**src/rtl/ivc_pkg.sv**
```systemverilog
package ivc_pkg;

  localparam int unsigned REG_AW = 6;

  typedef enum logic [3:0] {
    RK_RAW, RK_FAST, RK_NORM, RK_EN_SET, RK_EN_CLR,
    RK_CLASS, RK_VEC, RK_DFLT, RK_SLOT_ADDR, RK_SLOT_CTL, RK_NONE
  } reg_kind_t;

  localparam logic [REG_AW-1:0] OFS_VEC = 6'h06;

  // Map a word offset to the register it selects.
  function automatic reg_kind_t decode_reg(input logic [REG_AW-1:0] a);
    reg_kind_t k;
    case (a[5:4])
      2'b00: begin
        case (a[3:0])
          4'h0: k = RK_RAW;
          4'h1: k = RK_FAST;
          4'h2: k = RK_NORM;
          4'h3: k = RK_EN_SET;
          4'h4: k = RK_EN_CLR;
          4'h5: k = RK_CLASS;
          4'h6: k = RK_VEC;
          4'h7: k = RK_DFLT;
          default: k = RK_NONE;
        endcase
      end
      2'b01:   k = RK_SLOT_ADDR;
      2'b10:   k = RK_SLOT_CTL;
      default: k = RK_NONE;
    endcase
    return k;
  endfunction

endpackage

```
**src/rtl/ivc_classify.sv**
```systemverilog
module ivc_classify #(
  parameter int unsigned NUM_SRC = 32
) (
  input  logic [NUM_SRC-1:0] lines,
  input  logic [NUM_SRC-1:0] enable,
  input  logic [NUM_SRC-1:0] fast_sel,
  output logic [NUM_SRC-1:0] fast_vec,
  output logic [NUM_SRC-1:0] norm_vec
);
  logic [NUM_SRC-1:0] masked;
  assign masked   = lines & enable;
  assign fast_vec = masked & fast_sel;
  assign norm_vec = masked & ~fast_sel;
endmodule

```
**src/rtl/ivc_slot_match.sv**
```systemverilog
module ivc_slot_match #(
  parameter int unsigned NUM_SRC  = 32,
  parameter int unsigned NUM_SLOT = 16,
  localparam int unsigned SRC_W   = $clog2(NUM_SRC)
) (
  input  logic [NUM_SRC-1:0]                norm_vec,
  input  logic [NUM_SLOT-1:0]               slot_en,
  input  logic [NUM_SLOT-1:0][SRC_W-1:0]    slot_src,
  output logic [NUM_SLOT-1:0]               slot_hit
);
  for (genvar s = 0; s < NUM_SLOT; s++) begin : g_slot
    assign slot_hit[s] = slot_en[s] & norm_vec[slot_src[s]];
  end
endmodule

```
**src/rtl/ivc_prio.sv**
```systemverilog
module ivc_prio #(
  parameter int unsigned NUM_SLOT = 16,
  localparam int unsigned SLOT_W  = $clog2(NUM_SLOT)
) (
  input  logic [NUM_SLOT-1:0] hit,
  output logic                win_valid,
  output logic [SLOT_W-1:0]   win_idx
);
  // Lowest set index wins: scan from the top so the last match is the lowest.
  function automatic logic [SLOT_W-1:0] lowest_index(input logic [NUM_SLOT-1:0] h);
    logic [SLOT_W-1:0] idx;
    idx = '0;
    for (int i = NUM_SLOT - 1; i >= 0; i--) begin
      if (h[i]) idx = SLOT_W'(i);
    end
    return idx;
  endfunction

  assign win_valid = |hit;
  assign win_idx   = lowest_index(hit);
endmodule

```
**src/rtl/irq_vector_ctrl.sv**
```systemverilog
module irq_vector_ctrl #(
  parameter int unsigned NUM_SRC  = 32,
  parameter int unsigned NUM_SLOT = 16,
  parameter int unsigned DATA_W   = 32
) (
  input  logic                 clk,
  input  logic                 rst_n,
  input  logic [NUM_SRC-1:0]   irq_lines,
  input  logic                 bus_rd,
  input  logic                 bus_wr,
  input  logic [5:0]           bus_addr,
  input  logic [DATA_W-1:0]    bus_wdata,
  output logic [DATA_W-1:0]    bus_rdata,
  output logic                 fiq_req,
  output logic                 irq_req
);
  import ivc_pkg::*;

  localparam int unsigned SRC_W  = $clog2(NUM_SRC);
  localparam int unsigned SLOT_W = $clog2(NUM_SLOT);

  // Programmable state
  logic [NUM_SRC-1:0]                en_q;
  logic [NUM_SRC-1:0]                sel_q;
  logic [DATA_W-1:0]                 dflt_q;
  logic [NUM_SLOT-1:0]               slot_en_q;
  logic [NUM_SLOT-1:0][SRC_W-1:0]    slot_src_q;
  logic [NUM_SLOT-1:0][DATA_W-1:0]   slot_addr_q;
  logic [DATA_W-1:0]                 rdata_q;

  // Named internal events for the checker
  logic [NUM_SRC-1:0]  fiq_vec;
  logic [NUM_SRC-1:0]  irq_vec;
  logic [NUM_SLOT-1:0] slot_hit;
  logic                win_valid;
  logic [SLOT_W-1:0]   win_idx;
  logic [DATA_W-1:0]   vec_live;
  reg_kind_t           kind;
  logic [SLOT_W-1:0]   slot_sel;

  assign kind     = decode_reg(bus_addr);
  assign slot_sel = bus_addr[SLOT_W-1:0];

  ivc_classify #(.NUM_SRC(NUM_SRC)) u_classify (
    .lines    (irq_lines),
    .enable   (en_q),
    .fast_sel (sel_q),
    .fast_vec (fiq_vec),
    .norm_vec (irq_vec)
  );

  ivc_slot_match #(.NUM_SRC(NUM_SRC), .NUM_SLOT(NUM_SLOT)) u_match (
    .norm_vec (irq_vec),
    .slot_en  (slot_en_q),
    .slot_src (slot_src_q),
    .slot_hit (slot_hit)
  );

  ivc_prio #(.NUM_SLOT(NUM_SLOT)) u_prio (
    .hit       (slot_hit),
    .win_valid (win_valid),
    .win_idx   (win_idx)
  );

  assign fiq_req  = |fiq_vec;
  assign irq_req  = |irq_vec;
  assign vec_live = win_valid ? slot_addr_q[win_idx] : dflt_q;

  // Register writes. A write to the vector offset is end-of-service and has no effect.
  always_ff @(posedge clk) begin
    if (!rst_n) begin
      en_q        <= '0;
      sel_q       <= '0;
      dflt_q      <= '0;
      slot_en_q   <= '0;
      slot_src_q  <= '0;
      slot_addr_q <= '0;
    end else if (bus_wr) begin
      case (kind)
        RK_EN_SET:    en_q   <= en_q | bus_wdata[NUM_SRC-1:0];
        RK_EN_CLR:    en_q   <= en_q & ~bus_wdata[NUM_SRC-1:0];
        RK_CLASS:     sel_q  <= bus_wdata[NUM_SRC-1:0];
        RK_DFLT:      dflt_q <= bus_wdata;
        RK_SLOT_ADDR: slot_addr_q[slot_sel] <= bus_wdata;
        RK_SLOT_CTL: begin
          slot_en_q[slot_sel]  <= bus_wdata[SRC_W];
          slot_src_q[slot_sel] <= bus_wdata[SRC_W-1:0];
        end
        default: ;
      endcase
    end
  end

  // Read mux, captured on the read strobe
  logic [DATA_W-1:0] rdata_d;
  always_comb begin
    rdata_d = '0;
    case (kind)
      RK_RAW:       rdata_d = DATA_W'(irq_lines);
      RK_FAST:      rdata_d = DATA_W'(fiq_vec);
      RK_NORM:      rdata_d = DATA_W'(irq_vec);
      RK_EN_SET:    rdata_d = DATA_W'(en_q);
      RK_CLASS:     rdata_d = DATA_W'(sel_q);
      RK_VEC:       rdata_d = vec_live;
      RK_DFLT:      rdata_d = dflt_q;
      RK_SLOT_ADDR: rdata_d = slot_addr_q[slot_sel];
      RK_SLOT_CTL:  rdata_d = DATA_W'({slot_en_q[slot_sel], slot_src_q[slot_sel]});
      default:      rdata_d = '0;
    endcase
  end

  always_ff @(posedge clk) begin
    if (!rst_n)      rdata_q <= '0;
    else if (bus_rd) rdata_q <= rdata_d;
  end

  assign bus_rdata = rdata_q;

endmodule

```
**config.mk**
```make
export PLATFORM = sky130hd
export DESIGN_NAME = irq_vector_ctrl
export DESIGN_NICKNAME = d
export VERILOG_FILES = /design/src/rtl/ivc_pkg.sv /design/src/rtl/ivc_classify.sv /design/src/rtl/ivc_slot_match.sv /design/src/rtl/ivc_prio.sv /design/src/rtl/irq_vector_ctrl.sv
export SDC_FILE = /design/constraint.sdc
export NUM_CORES = 2
export LEC_CHECK = 0
export BUFFER_PORTS_ARGS = -buffer_cell sky130_fd_sc_hd__buf_2
export CAP_MARGIN = 25
export CELL_PAD_IN_SITES_DETAIL_PLACEMENT = 0
export CELL_PAD_IN_SITES_GLOBAL_PLACEMENT = 1
export CORE_MARGIN = 1
export CORE_UTILIZATION = 49
export CTS_CLUSTER_DIAMETER = 200
export DETAILED_ROUTE_END_ITERATION = 8
export PLACE_DENSITY = 0.78
export SETUP_SLACK_MARGIN = 0.4
export SYNTH_ARGS = -nofsm -noshare
export SYNTH_HDL_FRONTEND = slang
export SYNTH_SLANG_ARGS = --single-unit
```
**constraint.sdc**
```tcl
create_clock -name clk -period 6.8 [get_ports clk]
set_input_delay 2.04 -clock clk [delete_from_list [all_inputs] [get_ports clk]]
set_output_delay 2.04 -clock clk [all_outputs]
set_load 0.05 [all_outputs]
```
---- After elaboration in Yosys (flattened, before gate mapping) ----
Memory sizes are Yosys's and may differ from the RTL's.
Cells that the tools add are included.
Widths: inputs -> output; s select.
cells by class
  order comparisons ....................... 19
  eq/ne operators ......................... 11
  muxes and demuxes ....................... 70
  bitwise gates (word level) .............. 23
  reduce and logical (&&, ||, !) cells .... 12
operators by type and width
  kind                count
  $bwmux 512          1
  $pmux 32 s9         1
  $bmux 32 s4         2
  $and 32x32->32      4
  $demux 32 s4        1
  $mux 32             4
  $lt 5x6->1 const B  16
  $bmux 1 s5          16
  $bwmux 80           1
  $mux 4              17
  $not 32->32         2
  $pmux 32 s2         1
  $reduce_or 32->1    2
  $or 32x32->32       1
  $bmux 5 s4          1
  $demux 5 s4         1
  $mux 1              18
  $and 1x1->1         16
  $bwmux 16           1
  $eq 4x3->1 const B  4
  $reduce_or 16->1    1
  $pmux 4 s3          1
  $lt 4x5->1 const B  2
  $mux 5              2
  other kinds (13)    19
storage, ports and cells
  flip-flop bits (word level) ............. 736
  memory bits (read-only) ................. 24
  input port bits ......................... 74
  output and inout bits ................... 34
  logic and storage cells ................. 173
  memories ................................ 1
memory list
  name             words  bits a word  read ports  clocked after memory_dff  wr ports  RTL line       text
  (no name shown)  8      3            1           0                         0         ivc_pkg.sv:17  case (a[3:0])

---- Depth between registers and ports, before layout ----
  depth in word-level cells ............... 25
  depth in mapped cells ................... 17
  depth with buffers taken out ............ 13

---- Modules after synthesis ----
Synthesis repeated with hierarchy kept, for this count alone.
second synthesis, totals
  cell total of the unflattened synthesis .. 4654
  area, all modules ....................... 42878.6 sq um
by module, submodules not included
  module           instances  cells an instance  area an instance (sq um)  seq. area each (sq um)
  irq_vector_ctrl  1          4154               37314.5                   14734.1
  ivc_slot_match   1          402                4867.2                    0.0
  ivc_classify     1          64                 520.5                     0.0
  ivc_prio         1          34                 176.4                     0.0

---- Worst setup path before layout ----
Ideal clock, no wire load.
  path type ............................... input -> register
  start ................................... input port irq_lines[27]
  end ..................................... register rdata_q[19] (netlist: bus_rdata[19])
  library setup time ...................... 0.087 ns
  arrival time ............................ 5.283 ns
  required time ........................... 6.713 ns
  path slack .............................. 1.430 ns
  stages on the path ...................... 16
  buffers on the path ..................... 4
  cells stage by stage .................... buf_2 nand4b_1 mux4_2 a2111oi_2 o21ai_1 or3_1 a2111o_1 a211oi_2 nor2_1 buf_6 buf_6 buf_2 mux2i_1 o221ai_1 a21oi_1 o31ai_1
on the way
  cells in the longest elaborated chain, start to end .. 25
  elaborated cells on any way between the ends .. 71
  those cells by class .................... mux (52); bitwise (18); reduce/logical (1)
ends and longest elaborated chain
  what                           RTL line                text
  start, declared                irq_vector_ctrl.sv:8    input logic [NUM_SRC-1:0] irq_lines,
  $and 32x32->32 *               ivc_classify.sv:11      assign masked = lines & enable;
  $and 32x32->32 *               ivc_classify.sv:13      assign norm_vec = masked & ~fast_sel;
  $bmux 1 s5                     ivc_slot_match.sv:12    assign slot_hit[s] = slot_en[s] & norm_vec[slot_src[s]];
  $mux 1 (implied by the code)   ivc_slot_match.sv:12
  $and 1x1->1                    ivc_slot_match.sv:12
  $mux 4 (16 in a row)           ivc_prio.sv:14          if (h[i]) idx = SLOT_W'(i);
  $bmux 32 s4                    irq_vector_ctrl.sv:67   assign vec_live = win_valid ? slot_addr_q[win_idx] : dflt_q;
  $mux 32 (implied by the code)  irq_vector_ctrl.sv:67
  $mux 32 *                      irq_vector_ctrl.sv:67
  $pmux 32 s9 *                  irq_vector_ctrl.sv:98   case (kind)
  end signal, assigned           irq_vector_ctrl.sv:114  else if (bus_rd) rdata_q <= rdata_d;
  end, declared                  irq_vector_ctrl.sv:29   logic [DATA_W-1:0] rdata_q;
Every way passes the cells marked *; elsewhere a longest branch is shown, timed or not. The select of a mux whose other input is x is not followed.
A chain may end at the register's enable or synchronous reset.

---- Final worst setup path ----
  start ................................... input port irq_lines[27]
  end ..................................... register rdata_q[12] (netlist: bus_rdata[12])
Same word-level chain as after synthesis.

==> summary by stage <==
GRT
The first global-routing pass estimated 271 mm of wire. The number of antenna violations at the first check in global routing is 12. Entering global routing, the biggest net connects 234 pins.

The final global-route overflow total is 0. Across every metal layer, demand over resource in global routing totals 0.409. The number of global-route vias before repair is 38.0k.

Yosys
In the synthesized netlist the dominant register cell turns out to be sky130_fd_sc_hd__dfxtp_1. By area, the combinational part of the netlist is dominated by multiplexers. Of the post-synthesis cell area, the dominant cell type holds 0.337. The number of unique standard cell types used by synthesis is 86. The most area-hungry cell type in the Yosys netlist is sky130_fd_sc_hd__dfxtp_1. When the netlist entered floorplanning its net count stood at 5195. The compound-cell area share of the yosys netlist is 0.196. Synthesis produced 5119 cells. The portion of synthesized area spent on multiplexers is 0.223. For this run, the number of Yosys warnings is 0. By area the synthesized netlist is led by sky130_fd_sc_hd__dfxtp_1 (34%), sky130_fd_sc_hd__mux4_2 (15%), sky130_fd_sc_hd__nand2_1 (13%). After synthesis, the mean cell area works out to 8.55 µm².

The share of synthesized cell area in and, or, nand and nor gates is 0.194. The number of enable flip-flop cells after synthesis is 0. The share of the synthesized netlist area taken by xor and xnor gates is 0.

The post-synthesis share of cell area spent on full adders, half adders and majority gates is 0.000572. The share of flip-flops with an asynchronous set or reset is 0. The sequential share of the synthesized area is 0.337. The number of flip-flops and latches in the synthesized netlist is 736.

Summing every instance area after synthesis gives 43800 µm².

Clock tree
The post-CTS setup-driven buffer insertion count is 0. Clock tree synthesis selected as its root buffer the cell sky130_fd_sc_hd__clkbuf_16. The number of clock sinks seen by CTS is 736. The number of instances resized during post-cts repair is 0. Clock-pin slew was measured on the worst setup and hold paths at 60 ps. The total number of H-tree levels is 3. Buffers inserted to repair hold after CTS numbered 0. The clock passes through at most 3 buffers. The number of clock buffers added by TritonCTS is 84. TritonCTS built the clock tree. The clock latency on the worst-skew pair is 680 ps.

Timing
The setup-violating endpoint count in the final report is 0. The clock arrives with 41.5 ps of skew. The final-layout worst hold slack is 480 ps. For the pin with the worst max-slew slack, the measured transition is 1160 ps. The setup TNS is 0 ps. The fmax is 0.162 GHz.

The count of endpoints failing hold in the final timing report is 0. Setup repair after global routing left no endpoint under its margin. In this run the tightest slew margin relative to its limit is 0.223. The number of max-slew violations in the final report was 0. The final cycle utilization of the critical path is 0.908. The final period demand of the worst path is 6180 ps.

Setup path
The cell class contributing the biggest share of worst-path delay is compound AO/OA/AOI/OAI gates. The register-to-register path setup slack is 1620 ps. Together, buffers and inverters on the worst path number 3. The maximum net fanout on the critical path is 19. Walking the worst path, the cells encountered are buf_2 > nand3b_1 > mux4_2 > mux2i_1 > o22ai_1 > o32ai_2 > o21bai_1 > o311ai_2 > buf_4 > a21oi_4 > buf_4 > mux2_2 > o21ai_0 > o21ai_1.

The critical path launch point type is an input pin. The worst setup path is captured at a register. Data on the critical path is required at its endpoint by 7330 ps.

Among all stages on the critical path, the largest delay is contributed by sky130_fd_sc_hd__mux4_2. The critical path arrival is 6710 ps. The worst setup path is of the in -> reg kind. The largest single stage delay on the critical path is 630 ps.

The cell repeated most along the worst path is sky130_fd_sc_hd__buf_4.

Die
The die is 301 µm tall. The core region is 88500 µm². In this run the horizontal extent of the chip is 301 µm. The effective utilization at floorplan is 0.495. The floorplan has 109 rows. 108 I/O pins were placed. The die footprint is 90600 µm².

Worst hold path
In this run the worst hold path is classified as reg -> reg.

Pwr
Dividing total power by cell area gives a power density of 203 nW/µm². The switching share of power is 0.251. The worst-case IR drop observed on VDD is 0.000169 V. In this run the static leakage power is 16.2 nW. The internal power of the cells totals 0.00737 W. The clock network fraction of design power is 0.486.

The share of total power dissipated in sequential elements is 0.444. The combinational share of power is 0.070. The net switching power is 0.00247 W.

Flow run
The number of maximum-capacitance violations is 0.

Place
Port buffering added 107 buffers. Summing all placed instances gives a cell area of 45500 µm². The routability congestion estimate from global placement is 1.08. The wire-length estimate of the detail-placed layout is 122 mm.

Finish
The signed area change from the synthesized netlist to the final layout is 10.8%. The final design utilization is 0.548. The most common library cell in the layout ignoring fill and taps is sky130_fd_sc_hd__nand2_1. Of the cells placed in the final design, the portion with a size suffix greater than 1 is 0.161. The layout net count is 5039. Leaving out fill and tap cells, the most frequent cells in the layout are sky130_fd_sc_hd__nand2_1 (1485), sky130_fd_sc_hd__dfxtp_1 (736), sky130_fd_sc_hd__a21boi_0 (673), sky130_fd_sc_hd__mux4_2 (298), sky130_fd_sc_hd__mux2i_1 (263).

Summing all non-filler instances in the final layout gives an area of 48500 µm².

Drt
The number of DRC markers in iteration 0 is 5744. The vias after detailed routing is 41.3k. The antenna violation net count after detailed routing is 0. The post-detailed-route via-to-cell ratio is 6.65. The wire length after detailed routing is 189 mm. The first detailed-routing pass ran for 8 iterations. In the routed design, unresolved DRC markers number 24.

The routed length per placed instance is 30.4 µm.

Status
The final reports fail on design-rule violations. The run finished, with violations left.
==> worst register-to-register path, delay by kind of cell (launching register included) <==
family / cells / cell delay (ps)
and+or+nand+nor: 1 / 520
muxes: 3 / 1400
AOI/OAI and AO/OA: 7 / 2010
buffers and inverters: 2 / 580
DFF: 1 / 550
==> registers in the layout, indices dropped and copies added (netlist names), named ones only <==
| register | cells |
|---|---|
| sel_q | 32 |
| slot_en_q | 16 |
| slot_addr_q | 512 |
| dflt_q | 32 |
| bus_rdata | 32 |
| slot_src_q | 80 |
==> metrics by stage <==
stage / total power [W] / setup slack, ps / std cells
after floorplan: 0.00485 / 1430 / 5119
after global placement: 0.00511 / 292 / 6034
after detailed placement: 0.00512 / 175 / 6037
after CTS: 0.00984 / 891 / 6190
after global routing: 0.0101 / 515 / 6200
final: 0.00983 / 625 / 6205
==> synth_stat cells (9+ instances only) <==
cell                        count
sky130_fd_sc_hd__nand2_1     1502
sky130_fd_sc_hd__dfxtp_1      736
sky130_fd_sc_hd__a21boi_0     673
sky130_fd_sc_hd__clkbuf_1     419
sky130_fd_sc_hd__mux4_2       298
sky130_fd_sc_hd__mux2i_1      263
sky130_fd_sc_hd__nand3_1      153
sky130_fd_sc_hd__nor2_1       147
sky130_fd_sc_hd__a21oi_1      115
sky130_fd_sc_hd__o21ai_0      108
sky130_fd_sc_hd__o22ai_1       50
sky130_fd_sc_hd__nand3b_1      46
sky130_fd_sc_hd__a31oi_1       43
sky130_fd_sc_hd__buf_1         43
sky130_fd_sc_hd__buf_2         36
sky130_fd_sc_hd__mux2_2        35
sky130_fd_sc_hd__nand2b_1      29
sky130_fd_sc_hd__o21ai_1       29
sky130_fd_sc_hd__inv_1         28
sky130_fd_sc_hd__nor3_1        25
sky130_fd_sc_hd__a22oi_1       24
sky130_fd_sc_hd__a211oi_1      22
sky130_fd_sc_hd__a221o_1       19
sky130_fd_sc_hd__and2_1        16
sky130_fd_sc_hd__nand4_1       16
sky130_fd_sc_hd__a221oi_1      15
sky130_fd_sc_hd__nand4b_1      14
sky130_fd_sc_hd__o2111ai_1     14
sky130_fd_sc_hd__nor2b_1       13
sky130_fd_sc_hd__a222oi_1      12
sky130_fd_sc_hd__buf_4         12
sky130_fd_sc_hd__nor3b_1       11
sky130_fd_sc_hd__nor4_1        10
sky130_fd_sc_hd__o221ai_1      10
sky130_fd_sc_hd__a2111oi_0      9
==> power groups by stage <==
stage	Combinational, W	Clock [W]	Sequential [W]
floorplan	0.000400	0	0.00445
global placement	0.000653	0	0.00446
detailed placement	0.000656	0	0.00446
CTS	0.000656	0.00482	0.00436
global route	0.000706	0.00500	0.00437
finish	0.000685	0.00478	0.00437
==> worst paths after layout <==
| path | from | end | cells past startpoint |
|---|---|---|---|
| min reg2reg | slot_addr_q[410] | slot_addr_q[410] | 2 |
| min | slot_addr_q[410] | slot_addr_q[410] | 2 |
| max reg2reg | register | bus_rdata[12] | 13 |
| max | irq_lines[27] | bus_rdata[12] | 14 |
==> routing by layer <==
layer  vias up  track usage  routed length [µm]  share of wire
met3       601        0.116               21300           0.11
met4         8        0.232               11900          0.063
met1     20236        0.524               73100           0.39
met5         -            0                  53        0.00028
met2      2546        0.617               82200           0.44
li1      17877            -                   -              -
==> cells by family (layout without fill, tap and decap cells) <==
kind of cell,Yosys count,in the layout
AOI/OAI and AO/OA,1209,1209
adders and majority gates,2,2
buffers and inverters,547,458
DFF,736,736
muxes,598,598
other,0,10
and+or+nand+nor,2027,2027
==> final cells by class <==
type	count	area (µm²)
fillers	8084	40000
multi-input cells	3836	27100
flip-flops and latches	736	14700
clock buffers	126	2470
repair buffers	275	2250
well taps	1165	1460
clock inverters	27	380
inverters	30	114
diodes	10	25.0
No activity file was read; power rests on OpenSTA's default activity.
